### src/rtl/eeprom_spi_pkg.sv
// Shared opcodes and state types for the SPI EEPROM host sequencer.
// Assumes an EEPROM with 16-bit addressing and bit 0 of the status byte as busy.
package eeprom_spi_pkg;

    localparam logic [7:0] OP_WREN  = 8'h06;
    localparam logic [7:0] OP_WRITE = 8'h02;
    localparam logic [7:0] OP_RDSR  = 8'h05;
    localparam logic [7:0] OP_READ  = 8'h03;
    localparam logic [7:0] DUMMY    = 8'h00;

    typedef enum logic [1:0] {
        FR_ENABLE,
        FR_PROGRAM,
        FR_POLL,
        FR_FETCH
    } frame_e;

    typedef enum logic [2:0] {
        ST_IDLE,
        ST_GAP,
        ST_LOAD,
        ST_SHIFT,
        ST_FIN
    } seq_state_e;

endpackage

### src/rtl/spi_byte_engine.sv
// Shifts one byte out on MOSI and one byte in from MISO in SPI mode 0.
// Each clock phase lasts CLK_DIV system cycles; capture happens as SCK rises.
// Assumes start is only pulsed while the engine is idle.
module spi_byte_engine #(
    parameter int CLK_DIV = 4
) (
    input  logic       clk,
    input  logic       rst_n,
    input  logic       start,
    input  logic [7:0] tx_byte,
    output logic       byte_done,
    output logic [7:0] rx_byte,
    output logic       sck,
    output logic       mosi,
    input  logic       miso
);
    localparam int CNT_W = $clog2(CLK_DIV) + 1;
    localparam logic [CNT_W-1:0] DIV_LAST = CNT_W'(CLK_DIV - 1);

    logic             busy;
    logic [7:0]       shreg;
    logic [CNT_W-1:0] div_cnt;
    logic [2:0]       bit_cnt;

    // Phase timing, bit shifting and capture for one byte transfer.
    always_ff @(posedge clk) begin
        if (!rst_n) begin
            busy      <= 1'b0;
            shreg     <= '0;
            rx_byte   <= '0;
            div_cnt   <= '0;
            bit_cnt   <= '0;
            sck       <= 1'b0;
            byte_done <= 1'b0;
        end else begin
            byte_done <= 1'b0;
            if (!busy) begin
                if (start) begin
                    busy    <= 1'b1;
                    shreg   <= tx_byte;
                    div_cnt <= '0;
                    bit_cnt <= '0;
                end
            end else if (div_cnt == DIV_LAST) begin
                div_cnt <= '0;
                if (!sck) begin
                    sck     <= 1'b1;
                    rx_byte <= {rx_byte[6:0], miso};
                end else begin
                    sck     <= 1'b0;
                    shreg   <= {shreg[6:0], 1'b0};
                    bit_cnt <= bit_cnt + 3'd1;
                    if (bit_cnt == 3'd7) begin
                        busy      <= 1'b0;
                        byte_done <= 1'b1;
                    end
                end
            end else begin
                div_cnt <= div_cnt + 1'b1;
            end
        end
    end

    // The most significant remaining bit is always on the line.
    assign mosi = shreg[7];

endmodule

### src/rtl/eeprom_req_screen.sv
// Decides whether a request may run: rejects zero length and any write
// that would pass the end of its page. Purely combinational.
module eeprom_req_screen #(
    parameter int ADDR_W     = 13,
    parameter int LEN_W      = 6,
    parameter int PAGE_BYTES = 32
) (
    input  logic              is_write,
    input  logic [ADDR_W-1:0] addr,
    input  logic [LEN_W-1:0]  len,
    output logic              refuse
);
    localparam int PG_W  = $clog2(PAGE_BYTES);
    localparam int SUM_W = ((PG_W > LEN_W) ? PG_W : LEN_W) + 2;

    logic [SUM_W-1:0] page_end;

    // Offset within the page plus byte count must not exceed the page size.
    always_comb begin
        page_end = SUM_W'(addr[PG_W-1:0]) + SUM_W'(len);
        refuse   = (len == '0) || (is_write && (page_end > SUM_W'(PAGE_BYTES)));
    end

endmodule

### src/rtl/eeprom_frame_seq.sv
// Frame-level controller: orders enable, program, status-poll and fetch
// frames, owns chip select and the minimum high time between frames,
// and reports completion. Assumes the byte engine reports each byte once.
module eeprom_frame_seq
    import eeprom_spi_pkg::*;
#(
    parameter int ADDR_W     = 13,
    parameter int LEN_W      = 6,
    parameter int CS_GAP     = 4,
    parameter int POLL_LIMIT = 1000
) (
    input  logic              clk,
    input  logic              rst_n,
    input  logic              req_valid,
    input  logic              req_write,
    input  logic [ADDR_W-1:0] req_addr,
    input  logic [LEN_W-1:0]  req_len,
    input  logic              req_refuse,
    output logic              req_ready,
    input  logic [7:0]        wr_byte,
    output logic              wr_take,
    output logic [7:0]        rd_byte,
    output logic              rd_valid,
    output logic              done,
    output logic              error,
    output logic              cs_n,
    output logic              eng_start,
    output logic [7:0]        eng_tx,
    input  logic              eng_done,
    input  logic [7:0]        eng_rx
);
    localparam int IDX_W  = LEN_W + 1;
    localparam int GAP_W  = $clog2(CS_GAP) + 1;
    localparam int POLL_W = $clog2(POLL_LIMIT) + 1;

    seq_state_e        state;
    frame_e            frame;
    logic [IDX_W-1:0]  bidx;
    logic [IDX_W-1:0]  last_idx;
    logic [15:0]       addr16;
    logic [LEN_W-1:0]  len_q;
    logic [GAP_W-1:0]  gap_cnt;
    logic [POLL_W-1:0] poll_cnt;
    logic              fin_err;
    logic              data_phase;

    assign req_ready = (state == ST_IDLE);
    assign eng_start = (state == ST_LOAD);
    assign wr_take   = eng_start && (frame == FR_PROGRAM) && data_phase;

    // Index of the final byte and whether the current byte is a payload byte.
    always_comb begin
        data_phase = (bidx >= IDX_W'(3));
        unique case (frame)
            FR_ENABLE: last_idx = '0;
            FR_POLL:   last_idx = IDX_W'(1);
            default:   last_idx = IDX_W'(len_q) + IDX_W'(2);
        endcase
    end

    // Byte to transmit for the current frame and position.
    always_comb begin
        if (bidx == '0) begin
            unique case (frame)
                FR_ENABLE:  eng_tx = OP_WREN;
                FR_PROGRAM: eng_tx = OP_WRITE;
                FR_POLL:    eng_tx = OP_RDSR;
                default:    eng_tx = OP_READ;
            endcase
        end else if (frame == FR_POLL || frame == FR_ENABLE) begin
            eng_tx = DUMMY;
        end else if (bidx == IDX_W'(1)) begin
            eng_tx = addr16[15:8];
        end else if (bidx == IDX_W'(2)) begin
            eng_tx = addr16[7:0];
        end else if (frame == FR_PROGRAM) begin
            eng_tx = wr_byte;
        end else begin
            eng_tx = DUMMY;
        end
    end

    // Request acceptance, frame ordering, chip select and completion.
    always_ff @(posedge clk) begin
        if (!rst_n) begin
            state    <= ST_IDLE;
            frame    <= FR_ENABLE;
            bidx     <= '0;
            addr16   <= '0;
            len_q    <= '0;
            gap_cnt  <= '0;
            poll_cnt <= '0;
            fin_err  <= 1'b0;
            cs_n     <= 1'b1;
            done     <= 1'b0;
            error    <= 1'b0;
            rd_valid <= 1'b0;
            rd_byte  <= '0;
        end else begin
            done     <= 1'b0;
            error    <= 1'b0;
            rd_valid <= 1'b0;
            unique case (state)
                ST_IDLE: if (req_valid) begin
                    addr16   <= 16'(req_addr);
                    len_q    <= req_len;
                    gap_cnt  <= '0;
                    poll_cnt <= '0;
                    fin_err  <= req_refuse;
                    frame    <= req_write ? FR_ENABLE : FR_FETCH;
                    state    <= req_refuse ? ST_FIN : ST_GAP;
                end
                ST_GAP: if (gap_cnt == GAP_W'(CS_GAP - 1)) begin
                    cs_n  <= 1'b0;
                    bidx  <= '0;
                    state <= ST_LOAD;
                end else begin
                    gap_cnt <= gap_cnt + 1'b1;
                end
                ST_LOAD: state <= ST_SHIFT;
                ST_SHIFT: if (eng_done) begin
                    if (frame == FR_FETCH && data_phase) begin
                        rd_valid <= 1'b1;
                        rd_byte  <= eng_rx;
                    end
                    if (bidx != last_idx) begin
                        bidx  <= bidx + 1'b1;
                        state <= ST_LOAD;
                    end else begin
                        cs_n    <= 1'b1;
                        gap_cnt <= '0;
                        unique case (frame)
                            FR_ENABLE: begin
                                frame <= FR_PROGRAM;
                                state <= ST_GAP;
                            end
                            FR_PROGRAM: begin
                                frame <= FR_POLL;
                                state <= ST_GAP;
                            end
                            FR_POLL: begin
                                if (!eng_rx[0]) begin
                                    fin_err <= 1'b0;
                                    state   <= ST_FIN;
                                end else if (poll_cnt == POLL_W'(POLL_LIMIT - 1)) begin
                                    fin_err <= 1'b1;
                                    state   <= ST_FIN;
                                end else begin
                                    poll_cnt <= poll_cnt + 1'b1;
                                    state    <= ST_GAP;
                                end
                            end
                            default: begin
                                fin_err <= 1'b0;
                                state   <= ST_FIN;
                            end
                        endcase
                    end
                end
                default: begin
                    done  <= 1'b1;
                    error <= fin_err;
                    state <= ST_IDLE;
                end
            endcase
        end
    end

endmodule

### src/rtl/eeprom_spi_host.sv
// Top of the SPI EEPROM host sequencer: request screen, frame sequencer
// and byte engine. Assumes one EEPROM on the bus and SPI mode 0.
module eeprom_spi_host #(
    parameter int CLK_DIV    = 4,
    parameter int CS_GAP     = 4,
    parameter int POLL_LIMIT = 1000,
    parameter int ADDR_W     = 13,
    parameter int LEN_W      = 6,
    parameter int PAGE_BYTES = 32
) (
    input  logic              clk,
    input  logic              rst_n,
    input  logic              req_valid,
    input  logic              req_write,
    input  logic [ADDR_W-1:0] req_addr,
    input  logic [LEN_W-1:0]  req_len,
    output logic              req_ready,
    input  logic [7:0]        wr_byte,
    output logic              wr_take,
    output logic [7:0]        rd_byte,
    output logic              rd_valid,
    output logic              done,
    output logic              error,
    output logic              spi_sck,
    output logic              spi_cs_n,
    output logic              spi_mosi,
    input  logic              spi_miso,
    output logic              spi_hold_n
);
    logic       refuse;
    logic       eng_start;
    logic       eng_done;
    logic [7:0] eng_tx;
    logic [7:0] eng_rx;

    assign spi_hold_n = 1'b1;

    eeprom_req_screen #(
        .ADDR_W(ADDR_W), .LEN_W(LEN_W), .PAGE_BYTES(PAGE_BYTES)
    ) u_screen (
        .is_write(req_write), .addr(req_addr), .len(req_len), .refuse(refuse)
    );

    eeprom_frame_seq #(
        .ADDR_W(ADDR_W), .LEN_W(LEN_W), .CS_GAP(CS_GAP), .POLL_LIMIT(POLL_LIMIT)
    ) u_seq (
        .clk(clk), .rst_n(rst_n),
        .req_valid(req_valid), .req_write(req_write), .req_addr(req_addr),
        .req_len(req_len), .req_refuse(refuse), .req_ready(req_ready),
        .wr_byte(wr_byte), .wr_take(wr_take),
        .rd_byte(rd_byte), .rd_valid(rd_valid),
        .done(done), .error(error), .cs_n(spi_cs_n),
        .eng_start(eng_start), .eng_tx(eng_tx),
        .eng_done(eng_done), .eng_rx(eng_rx)
    );

    spi_byte_engine #(
        .CLK_DIV(CLK_DIV)
    ) u_engine (
        .clk(clk), .rst_n(rst_n),
        .start(eng_start), .tx_byte(eng_tx),
        .byte_done(eng_done), .rx_byte(eng_rx),
        .sck(spi_sck), .mosi(spi_mosi), .miso(spi_miso)
    );

endmodule

### config.mk
export PLATFORM = sky130hd
export DESIGN_NAME = eeprom_spi_host
export DESIGN_NICKNAME = d
export VERILOG_FILES = /design/src/rtl/eeprom_spi_pkg.sv /design/src/rtl/spi_byte_engine.sv /design/src/rtl/eeprom_req_screen.sv /design/src/rtl/eeprom_frame_seq.sv /design/src/rtl/eeprom_spi_host.sv
export SDC_FILE = /design/constraint.sdc
export NUM_CORES = 1
export LEC_CHECK = 0
export BUFFER_PORTS_ARGS = -buffer_cell sky130_fd_sc_hd__buf_2
export CAP_MARGIN = 20
export CORE_ASPECT_RATIO = 1.25
export CORE_MARGIN = 10
export CORE_UTILIZATION = 59
export DETAILED_ROUTE_END_ITERATION = 16
export GPL_ROUTABILITY_DRIVEN = 0
export PLACE_DENSITY = 0.8
export RECOVER_POWER = 100
export SYNTH_ARGS = -nofsm -noshare
export SYNTH_HDL_FRONTEND = slang
export SYNTH_SLANG_ARGS = --single-unit
### constraint.sdc
create_clock -name clk -period 3 [get_ports clk]
set_input_delay 0.45 -clock clk [delete_from_list [all_inputs] [get_ports clk]]
set_output_delay 0.45 -clock clk [all_outputs]
set_load 0.005 [all_outputs]
# --- Yosys cells after proc, flatten, opt, wreduce, memory -nomap -nowiden ---
# Cells that the tools add are included.
op_classes:
  n_addsub: 7
  mul: 0
  div_mod_pow: 0
  order_cmp: 2
  eq_ne: 27
  shift: 0
  n_mux: 68
  bitwise: 2
  reduce_logical: 31
ops:
  columns: ["cell", "count"]
  rows:
  - ["two-way mux 8 bit", 9]
  - ["two-way mux 11 bit", 6]
  - ["two-way mux 3 bit", 17]
  - ["case mux 7 bit (2 select lines)", 2]
  - ["case mux 11 bit (2 select lines)", 1]
  - ["two-way mux 7 bit", 3]
  - ["case mux 3 bit (3 select lines)", 2]
  - ["two-way mux 1 bit", 17]
  - ["AND reduction 3 bit", 5]
  - ["equality test 3 x 2 -> 1 bit (second input constant)", 4]
  - ["inequality test 2 x 1 -> 1 bit (second input constant)", 6]
  - ["inequality test 2 bit (second input constant)", 6]
  - ["case mux 3 bit (4 select lines)", 1]
  - ["AND reduction 4 bit", 3]
  - ["adder 11 x 1 -> 11 bit (second input constant)", 1]
  - ["equality test 11 x 10 -> 1 bit (second input constant)", 1]
  - ["AND reduction 5 bit", 2]
  - ["adder 3 x 1 -> 3 bit (second input constant)", 3]
  - ["> comparator 8 x 6 -> 1 bit (second input constant)", 1]
  - ["two-way mux 2 bit", 4]
  - ["case mux 2 bit (2 select lines)", 2]
  - ["adder 5 x 6 -> 7 bit", 1]
  - ["adder 6 x 2 -> 7 bit (second input constant)", 1]
  - ["adder 7 x 1 -> 7 bit (second input constant)", 1]
  - ["27 further kinds", 38]
word_totals:
  regBits: 83
  latch_bits: 0
  ramBits: 0
  romBits: 0
  input_bits: 32
  output_inout_bits: 17
  wordCells: 157
  memories: 0

# --- Depth between registers and ports, before layout ---
# Gate-level depths: netlist (run 1).
logic_depth:
  ltp_word: 8
  ltp_mapped: 10
  ltp_nobuf: 10

# --- Cells and area by module ---
# From an unflattened synthesis (run 1), not the netlist that was laid out.
hier_totals:
  cells_unflattened: 588
  area_unflattened_um2: 4683.2
by_module_without_submodules:
  columns: ["mod", "instances", "cells_each", "area_per_inst_um2", "seq_area_each_um2"]
  rows:
  - ["eeprom_frame_seq", 1, 431, 3285.7, 1161.1]
  - ["spi_byte_engine", 1, 117, 1096.1, 500.5]
  - ["eeprom_req_screen", 1, 38, 290.3, 0.0]
  - ["eeprom_spi_host", 1, 2, 11.3, 0.0]

# --- Worst setup path after synthesis (run 1) ---
# Ideal clock, no wire load.
synth_path:
  path_kind: "register to register"
  start: "register u_seq.len_q[1]"
  end: "register u_seq.bidx[5]"
  setup_ps: 73
  t_arrival_ps: 2215
  required_time_ps: 2927
  path_slack_ps: 712
  stages_incl_launch_ff: 9
  path_buffers: 0
  synth_period_minus_slack_ps: 2288
  path_cell_list: "dfxtp_1 -> ha_1 -> nand3_1 -> xor3_1 -> and4_1 -> a211o_1 -> a31o_1 -> or4_1 -> a21oi_1"
synth_between:
  elab_chain_cells: 5
synth_rtl:
  columns: ["item", "line_no", "rtl"]
  rows:
  - ["from (decl)", "eeprom_frame_seq.sv:41", "logic [LEN_W-1:0] len_q;"]
  - ["from (signal assigned)", "eeprom_frame_seq.sv:106", "len_q <= req_len;"]
  - ["adder 6 x 2 -> 7 bit", "eeprom_frame_seq.sv:57", "default: last_idx = IDX_W'(len_q) + IDX_W'(2);"]
  - ["case mux 7 bit (2 select lines)", "eeprom_frame_seq.sv:54", "unique case (frame)"]
  - ["inequality test 7 bit", "eeprom_frame_seq.sv:126", "if (bidx != last_idx) begin"]
  - ["inequality test 2 x 1 -> 1 bit (no source line)", null, null]
  - ["AND reduction 4 bit (no source line)", null, null]
  - ["to (signal assigned)", "eeprom_frame_seq.sv:127", "bidx <= bidx + 1'b1;"]
  - ["to (decl)", "eeprom_frame_seq.sv:38", "logic [IDX_W-1:0] bidx;"]
# Every way passes these cells.
# A chain may end at the register's enable or synchronous reset.

# --- Worst setup path after layout (run 1) ---
layout_path:
  start: "register u_seq.bidx[5]"
  end: "register u_seq.bidx[5]"
layout_between:
  elab_chain_cells: 4
  elab_cells_between_ends: 7
  cone_classes: "1 x add/sub; 2 x eq/ne; 3 x mux; 1 x reduce/logical"
layout_rtl:
  columns: ["item", "line_no", "rtl"]
  rows:
  - ["adder 7 x 1 -> 7 bit", "eeprom_frame_seq.sv:127", null]
  - ["two-way mux 7 bit", "eeprom_frame_seq.sv:126", null]
  - ["two-way mux 7 bit", "eeprom_frame_seq.sv:121", "ST_SHIFT: if (eng_done) begin"]
  - ["case mux 7 bit (2 select lines)", "eeprom_frame_seq.sv:103", "unique case (state)"]
# Several ways; a longest one is shown, not always the timed one. The select of a mux whose other input is x is not followed.

==> metrics.cfg, run 1 <==
[run_status]
status = finished with violations
violations = capacitance limit, slew limit

[route]
routed_wl_um = 10500
drt-met1-wl_um = 4310
dr.first_iter.drc_count = 236
viasPerCell = 5.92
wl_met2_um = 5500
ant_nets = 0
wl_per_cell_um = 15.6
dr.pass1.iters = 5
drc_errors = 0
top_layer_used = met4
routed-wl-met3_um = 466
vias = 3987

[power_and_ir_drop]
p_leak_nw = 1.73
powerDensity_nw_per_um2 = 560
finalPower_mw = 2.70
irDropWorstVdd_mv = 0.455

[layout]
diodes = 0
final_common_cell = nand2_1
final_layout_size_suffix_gt1_frac = 0.0997
fin_nets = 626
area_growth_pct = 10.4
final_cell_mix = nand2_1, dfxtp_1, a21boi_0

[clock_network]
max-clock-path-buffers = 2
cts_root_buffer = clkbuf_8
cts-resized-gates = 0
hold_buffers = 0
cts_buffers = 9
cts_tree = done
cts_setup_buffers = 0
cts_sinks = 83
insertion_delay_ns = 0.36
clk_pin_slew_ns = 0.09
h-tree-depth = 3

[sta]
slew_headroom = -0.0939
clock.fmax_mhz = 372
rsz0062_at_grt = false
hold_viol = 0
finalCriticalPeriod_ns = 2.69
setup_viol = 0
setup-tns-final_ns = 0
post-route-period-util = 0.896
clock-skew-final_ns = 0.0102
worst_pin_slew_ns = 1.64
fin_ws_ns = 0.311
finalMaxSlewViolations = 46

[synthesis]
yosysWarnings = 0
yosysUniqueCellTypes = 61
synth_flop_cell = dfxtp_1
syn_nets = 589
synth_edf_count = 0
synth_seq_cells = 83
avgSynthCellArea_um2 = 8.11
netlist_instances = 540
synth.cell_area_um2 = 4380
async_flop_share = 0
ys_seq_area_frac = 0.380

[critical_path]
crit_buf_inv = 0
critical_path.startpoint = u_seq.bidx[5]$_SDFFE_PN0P_
crit_cells = 6
r2r_slack_ns = 0.31
arrival_ns = 2.96
endpoint_kind = register
r2r-end = u_seq.bidx[5]$_SDFFE_PN0P_
critPathMaxStageDelay_ns = 0.53
start_kind = register
critPathMaxFanout = 11
reg2reg_depth = 6
worst_path_dominant_cell_family = compound AO/OA/AOI/OAI gates
critical_path_class = register to register
worst_ep_required_time_ns = 3.27
endpoint = u_seq.bidx[5]$_SDFFE_PN0P_
timing.rr.start = u_seq.bidx[5]$_SDFFE_PN0P_
cp_cell_sequence = xor3_1 -> and4_1 -> a211o_1 -> a31o_1 -> or4_1 -> a21oi_1
slowest_stage = dfxtp_1

[hold_path]
hold_class = primary input to register

[global_route]
globalRouteOverflowTotal = 0
antenna_found_initial = 0
grt_use_total = 0.184
grt_pass1_wl_um = 17500
grt_max_degree = 46
first_global_vias = 3966

[placement]
post-dp-hpwl_um = 7660
port_buffers = 47
pre_cts_ws_ns = 0.369

[floorplanning]
core-area_um2 = 7310
die_h_um = 116
num_io_pins = 49
die_w_um = 97.0
initial_utilization = 0.599
num_rows = 35
dieArea_um2 = 11300

[job]
drv_cap = 1

-- area by class of cell --
| class | instances | area [µm²] |
|---|---|---|
| clock buffer | 9 | 124 |
| clock inverter | 7 | 82.6 |
| fill | 641 | 2480 |
| inverter | 14 | 52.6 |
| multi-input combinational | 412 | 2520 |
| sequential | 83 | 1660 |
| tap | 92 | 115 |
| timing repair buffer | 57 | 274 |
-- cell usage after synthesis, drive strengths merged (6+ instances only) --
library cell  number  area, µm²
nand2             97        364
dfxtp             83       1660
a21boi            33        248
nor2              30        113
a21oi             29        145
o21ai             28        140
clkbuf            24       90.1
nand3             22        110
ha                16        200
or3               16        100
inv               14       52.6
nor2b             14       87.6
nor3b             13        109
mux2i             11        110
nor3              10       50.1
and2               8       50.1
xnor2              8       70.1
a211oi             7       52.6
a31oi              7       43.8
buf                7       41.3
or4                6       48.8
-- report_power, final --
part	switching (mW)	internal [mW]
sequential	0.0947	1.18
combinational	0.350	0.232
clock	0.447	0.401
total	0.892	1.81
-- worst register-to-register path, stage by stage, from the launching register on --
cell     delay, ns
dfxtp_1       0.53
xor3_1        0.48
and4_1        0.21
a211o_1       0.36
a31o_1        0.35
or4_1         0.53
a21oi_1       0.15
-- registers in the layout (all words and copies together), names as in the netlist, 2 cells and up --
signal            count
u_seq.state           3
u_engine.shreg        8
u_seq.frame           2
u_engine.bit_cnt      3
u_seq.gap_cnt         3
u_seq.addr16         13
u_seq.poll_cnt       11
u_seq.bidx            7
u_engine.div_cnt      3
u_engine.rx_byte      8
u_seq.len_q           6
u_seq.rd_byte         8
-- per-layer routing --
metal | up-vias | track usage
met1 | 1892 | 0.193
met3 | 18 | 0.0432
met5 | - | 0
met2 | 102 | 0.338
li1 | 1975 | -
met4 | 0 | 0.0926
-- worst min-delay path by stage --
stage | startpoint | to | depth (start not counted)
after global placement | u_engine.shreg[2]$_SDFFE_PN0P_ | u_engine.shreg[2]$_SDFFE_PN0P_ | 2
after global routing | spi_miso | u_engine.rx_byte[0]$_SDFFE_PN0P_ | 3
final | req_addr[5] | u_seq.addr16[5]$_SDFFE_PN0P_ | 3
after detailed placement | u_engine.shreg[2]$_SDFFE_PN0P_ | u_engine.shreg[2]$_SDFFE_PN0P_ | 2
after CTS | req_addr[5] | u_seq.addr16[5]$_SDFFE_PN0P_ | 3
after floorplan | u_seq.gap_cnt[0]$_SDFFE_PN0P_ | u_seq.gap_cnt[0]$_SDFFE_PN0P_ | 1
-- through the flow --
| step | utilization | hold slack, ns | std cells | area, µm² |
|---|---|---|---|---|
| 2_1_floorplan | - | 0.429 | 540 | 4380 |
| 3_3_place_gp | 0.639 | 0.447 | 658 | 4670 |
| 3_5_place_dp | 0.639 | 0.455 | 658 | 4670 |
| 4_1_cts | 0.667 | 0.323 | 674 | 4880 |
| 5_1_grt | 0.661 | 0.342 | 674 | 4830 |
| 6_report | 0.661 | 0.332 | 674 | 4830 |
-- kinds of logic (layout without fill, tap and decap cells) --
family | after synthesis | after routing | synth area share
simple gates | 236 | 236 | 0.270
other cells | 1 | 1 | 0.000857
mux | 12 | 12 | 0.0277
fa+ha+maj | 17 | 17 | 0.0503
xor+xnor | 11 | 11 | 0.0254
buf+inv | 45 | 87 | 0.0420
compound gates | 135 | 135 | 0.204
flops | 83 | 83 | 0.380
Power figures use the tool's default switching activity.
==> run 2, diff against run 1 <==
--- a/config.mk
+++ b/config.mk
@@ -12,7 +12,7 @@
 export CORE_UTILIZATION = 59
 export DETAILED_ROUTE_END_ITERATION = 16
 export GPL_ROUTABILITY_DRIVEN = 0
-export PLACE_DENSITY = 0.8
+export PLACE_DENSITY = 0.83
 export RECOVER_POWER = 100
 export SYNTH_ARGS = -nofsm -noshare
 export SYNTH_HDL_FRONTEND = slang
==> run 2 against run 1 <==
  * The run now ends clean
  * Largest cell class unchanged
  * Sequential power hardly changed
  * Critical path depth stayed put
  * Clock power is 2% lower
==> metrics.cfg, run 2 (synthesis results as in run 1) <==
[hold_path]
min-delay-start = req_addr[9]
min_path_cells = 3
hold-path-endpoint = u_seq.addr16[9]$_SDFFE_PN0P_
hold_class = primary input to register

[floorplanning]
die_w_um = 97.0
dieArea_um2 = 11300
die_h_um = 116
initial_utilization = 0.599
core-area_um2 = 7310
num_io_pins = 49
num_rows = 35

[critical_path]
timing.rr.start = u_seq.bidx[5]$_SDFFE_PN0P_
cp_cell_sequence = xor3_1 -> and4_1 -> a211o_1 -> a31o_1 -> or4_1 -> a21oi_1
critPathMaxFanout = 11
endpoint_kind = register
reg2reg_depth = 6
slowest_stage = dfxtp_1
critPathMaxStageDelay_ns = 0.56
arrival_ns = 3.00
critical_path_class = register to register
worst_ep_required_time_ns = 3.29
r2r_slack_ns = 0.29
start_kind = register
r2r-end = u_seq.bidx[5]$_SDFFE_PN0P_

[placement]
dpl_cell_area_um2 = 4660
pre_cts_ws_ns = 0.336
dp.cells = 657
port_buffers = 47
post-dp-hpwl_um = 7650

[power_and_ir_drop]
powerDensity_nw_per_um2 = 556
p_leak_nw = 1.72
irDropWorstVdd_mv = 0.332
finalPower_mw = 2.68

[clock_network]
cts_root_buffer = clkbuf_8
cts_tree = done
insertion_delay_ns = 0.37
cts_sinks = 83
cts_buffers = 9
max-clock-path-buffers = 2
hold_buffers = 0
cts_setup_buffers = 0
h-tree-depth = 3
cts-resized-gates = 0
clk_pin_slew_ns = 0.09

[layout]
fin_nets = 625
diodes = 0
area_growth_pct = 10.1
regMostFlops = u_seq.addr16
instances_no_fill = 673
largest_reg_flops = 13
final_layout_size_suffix_gt1_frac = 0.0964
fin_area_um2 = 4820
final_util = 0.659
largestRegisters = u_seq.addr16 x13, u_seq.poll_cnt x11
final_common_cell = nand2_1
final_cell_mix = nand2_1, dfxtp_1, a21boi_0

[route]
ant_nets = 0
drc_errors = 0
wl_met2_um = 5390
routed_wl_um = 10300
vias = 4009
viasPerCell = 5.96
wl_per_cell_um = 15.3
routed-wl-met3_um = 493
drt-met1-wl_um = 4290
top_layer_used = met4
dr.first_iter.drc_count = 330
dr.pass1.iters = 5

[run_status]
status = completed

[sta]
fin_hold_ws_ns = 0.324
slew_headroom = 0.443
setup-tns-final_ns = 0
finalMaxSlewViolations = 0
clock-skew-final_ns = 0.0150
clock.fmax_mhz = 369
post-route-period-util = 0.904
worst_pin_slew_ns = 0.829
setup_viol = 0
fin_ws_ns = 0.287
hold_viol = 0
finalCriticalPeriod_ns = 2.71
rsz0062_at_grt = false

[global_route]
grt_use_total = 0.181
first_global_vias = 3913
grt_max_degree = 54
globalRouteOverflowTotal = 0
grt_pass1_wl_um = 17500
antenna_found_initial = 0

[job]
drv_cap = 0

==> run 2: changes by cell type in the layout (fill, tap and decap cells not counted), sizes merged <==
cell and change:
clkinv +2, inv -2, buf -3, clkbuf +2
==> run 2: power by group <==
part | internal (mW) | total, mW | switching, mW
Sequential | 1.18 | 1.27 | 0.0892
Clock | 0.397 | 0.832 | 0.435
Combinational | 0.223 | 0.576 | 0.353
Total | 1.80 | 2.68 | 0.878
==> run 2: cell type report <==
cell class / count / area (µm²)
clock buffers: 9 / 124
clock inverters: 7 / 85.1
fillers: 632 / 2490
inverters: 14 / 52.6
multi-input cells: 412 / 2520
flip-flops and latches: 83 / 1660
well taps: 92 / 115
repair buffers: 56 / 258
==> run 2: layer usage <==
metal  vias to the layer above  GRT usage
met5                         -          0
met4                         0     0.0631
met3                        13     0.0432
met2                       125      0.333
met1                      1890      0.199
li1                       1981          -
==> run 2: worst max-delay path by stage <==
stage                                 from                        endpoint  slack [ns]  depth (start not counted)
2_1_floorplan  u_seq.len_q[1]$_SDFFE_PN0P_      u_seq.bidx[5]$_SDFFE_PN0P_        0.71                          8
3_3_place_gp    u_seq.bidx[5]$_SDFFE_PN0P_      u_seq.bidx[5]$_SDFFE_PN0P_        0.44                          6
3_5_place_dp    u_seq.bidx[5]$_SDFFE_PN0P_      u_seq.bidx[5]$_SDFFE_PN0P_        0.34                          6
4_1_cts         u_seq.bidx[5]$_SDFFE_PN0P_      u_seq.bidx[5]$_SDFFE_PN0P_        0.29                          6
5_1_grt         u_seq.bidx[2]$_SDFFE_PN0P_  u_engine.shreg[2]$_SDFFE_PN0P_        0.12                          7
6_report        u_seq.bidx[5]$_SDFFE_PN0P_      u_seq.bidx[5]$_SDFFE_PN0P_        0.29                          6
==> run 2: critical path, delay by kind of cell, from the launching register on <==
family	cells	cell delay, ns
AOI/OAI and AO/OA	3	0.85
xor gates and xnor gates	1	0.48
DFF	1	0.56
and+or+nand+nor	2	0.75
==> run 3, diff against run 2 <==
==> constraint.sdc (replaced) <==
create_clock -name clk -period 3 [get_ports clk]
set_input_delay 0.3 -clock clk [delete_from_list [all_inputs] [get_ports clk]]
set_output_delay 0.3 -clock clk [all_outputs]
set_load 0.005 [all_outputs]
==> run 3 against run 2 <==
  * Final cell count fell by 0.30%
  * Non-clock buffer count fell by 2
  * Final area fell by 0.75%
  * Clock skew fell by 0.0045 ns
  * First-iteration DRC count fell by 9.7%
  * Critical path depth rose by 3
  * Maximum frequency rose by 0.41%
  * Critical path type unchanged
==> metrics.cfg, run 3 (synthesis results as in run 1) <==
[run_status]
status = completed

[route]
vias = 4006
wl_per_cell_um = 15.6
drc_errors = 0
dr.pass1.iters = 5
viasPerCell = 5.97
dr.first_iter.drc_count = 298
ant_nets = 0
routed_wl_um = 10500

[layout]
final_layout_size_suffix_gt1_frac = 0.0967
largestRegisters = u_seq.addr16 x13, u_seq.poll_cnt x11
area_growth_pct = 9.23
largest_reg_flops = 13
final_util = 0.654
diodes = 0
final_common_cell = nand2_1
final_cell_mix = nand2_1, dfxtp_1, a21boi_0
regMostFlops = u_seq.addr16
fin_nets = 623

[critical_path]
critPathMaxFanout = 22
start_kind = register
arrival_ns = 3.00
endpoint_kind = register
critical_path_class = register to register
worst_ep_required_time_ns = 3.30

[placement]
post-dp-hpwl_um = 7680
port_buffers = 47

[global_route]
globalRouteOverflowTotal = 0
antenna_found_initial = 0
first_global_vias = 3940
grt_max_degree = 55
grt_use_total = 0.184
grt_pass1_wl_um = 17500

[sta]
setup_viol = 0
worst_pin_slew_ns = 0.742
finalCriticalPeriod_ns = 2.70
post-route-period-util = 0.901
slew_headroom = 0.501
hold_viol = 0
clock.fmax_mhz = 370
rsz0062_at_grt = false
clock-skew-final_ns = 0.0105
finalMaxSlewViolations = 0
setup-tns-final_ns = 0
fin_hold_ws_ns = 0.184

[floorplanning]
dieArea_um2 = 11300
die_h_um = 116
num_io_pins = 49
die_w_um = 97.0
num_rows = 35
core-area_um2 = 7310
initial_utilization = 0.599

[hold_path]
hold_class = primary input to register

[clock_network]
cts_setup_buffers = 0
h-tree-depth = 3
cts_sinks = 83
max-clock-path-buffers = 2
insertion_delay_ns = 0.37
cts-resized-gates = 0
cts_buffers = 9
hold_buffers = 0
cts_tree = done
clk_pin_slew_ns = 0.09
cts_root_buffer = clkbuf_8

[power_and_ir_drop]
p_leak_nw = 1.70
powerDensity_nw_per_um2 = 541
irDropWorstVdd_mv = 0.392

[job]
drv_cap = 0

run 3: final cells by class:
class / instances / area (µm²)
Timing Repair Buffer: 54 / 254
Tap cell: 92 / 115
Fill cell: 616 / 2530
Multi-Input combinational cell: 412 / 2520
Clock inverter: 6 / 48.8
Clock buffer: 10 / 128
Sequential cell: 83 / 1660
Inverter: 14 / 52.6
run 3: path summary, 6_finish.rpt:
| kind | from | to | slack [ns] | depth (start not counted) |
|---|---|---|---|---|
| worst min register to register | u_seq.addr16[2]$_SDFFE_PN0P_ | u_seq.addr16[2]$_SDFFE_PN0P_ | 0.47 | 2 |
| worst min-delay path | req_addr[5] | u_seq.addr16[5]$_SDFFE_PN0P_ | 0.18 | 3 |
| worst max register to register | u_seq.len_q[1]$_SDFFE_PN0P_ | u_seq.poll_cnt[9]$_SDFFE_PN0P_ | 0.30 | 9 |
| worst max-delay path | u_seq.len_q[1]$_SDFFE_PN0P_ | u_seq.poll_cnt[9]$_SDFFE_PN0P_ | 0.30 | 9 |
run 3: critical path, stage by stage, from the launching register on:
cell and delay (ns):
dfxtp_1 0.36, ha_1 0.35, xnor2_1 0.15, a31oi_1 0.10, a2bb2oi_1 0.18, nor4_4 0.40, a31oi_1 0.14, clkbuf_2 0.28
or4_1 0.54, a21oi_1 0.14
run 3: per-layer routing:
layer	global-route usage	part of all wire	vias up
met2	0.326	0.50	100
met3	0.0367	0.044	29
met4	0.105	0.028	0
li1	-	-	1972
met5	0	0	-
met1	0.202	0.42	1905
run 3: where the power goes:
group | total (mW) | switching (mW) | internal (mW)
clock network | 0.744 | 0.433 | 0.311
registers | 1.27 | 0.0932 | 1.18
logic | 0.569 | 0.347 | 0.221
total | 2.59 | 0.873 | 1.71
run 3: through the flow:
stage                     worst slack [ns]  area, µm²  power (mW)  cells
after floorplan                      0.712       4380        1.70    540
after global placement               0.429       4650        1.84    655
after detailed placement             0.359       4650        1.87    655
after CTS                            0.342       4830        2.60    671
after global routing                 0.161       4780        2.73    671
final                                0.298       4780        2.59    671
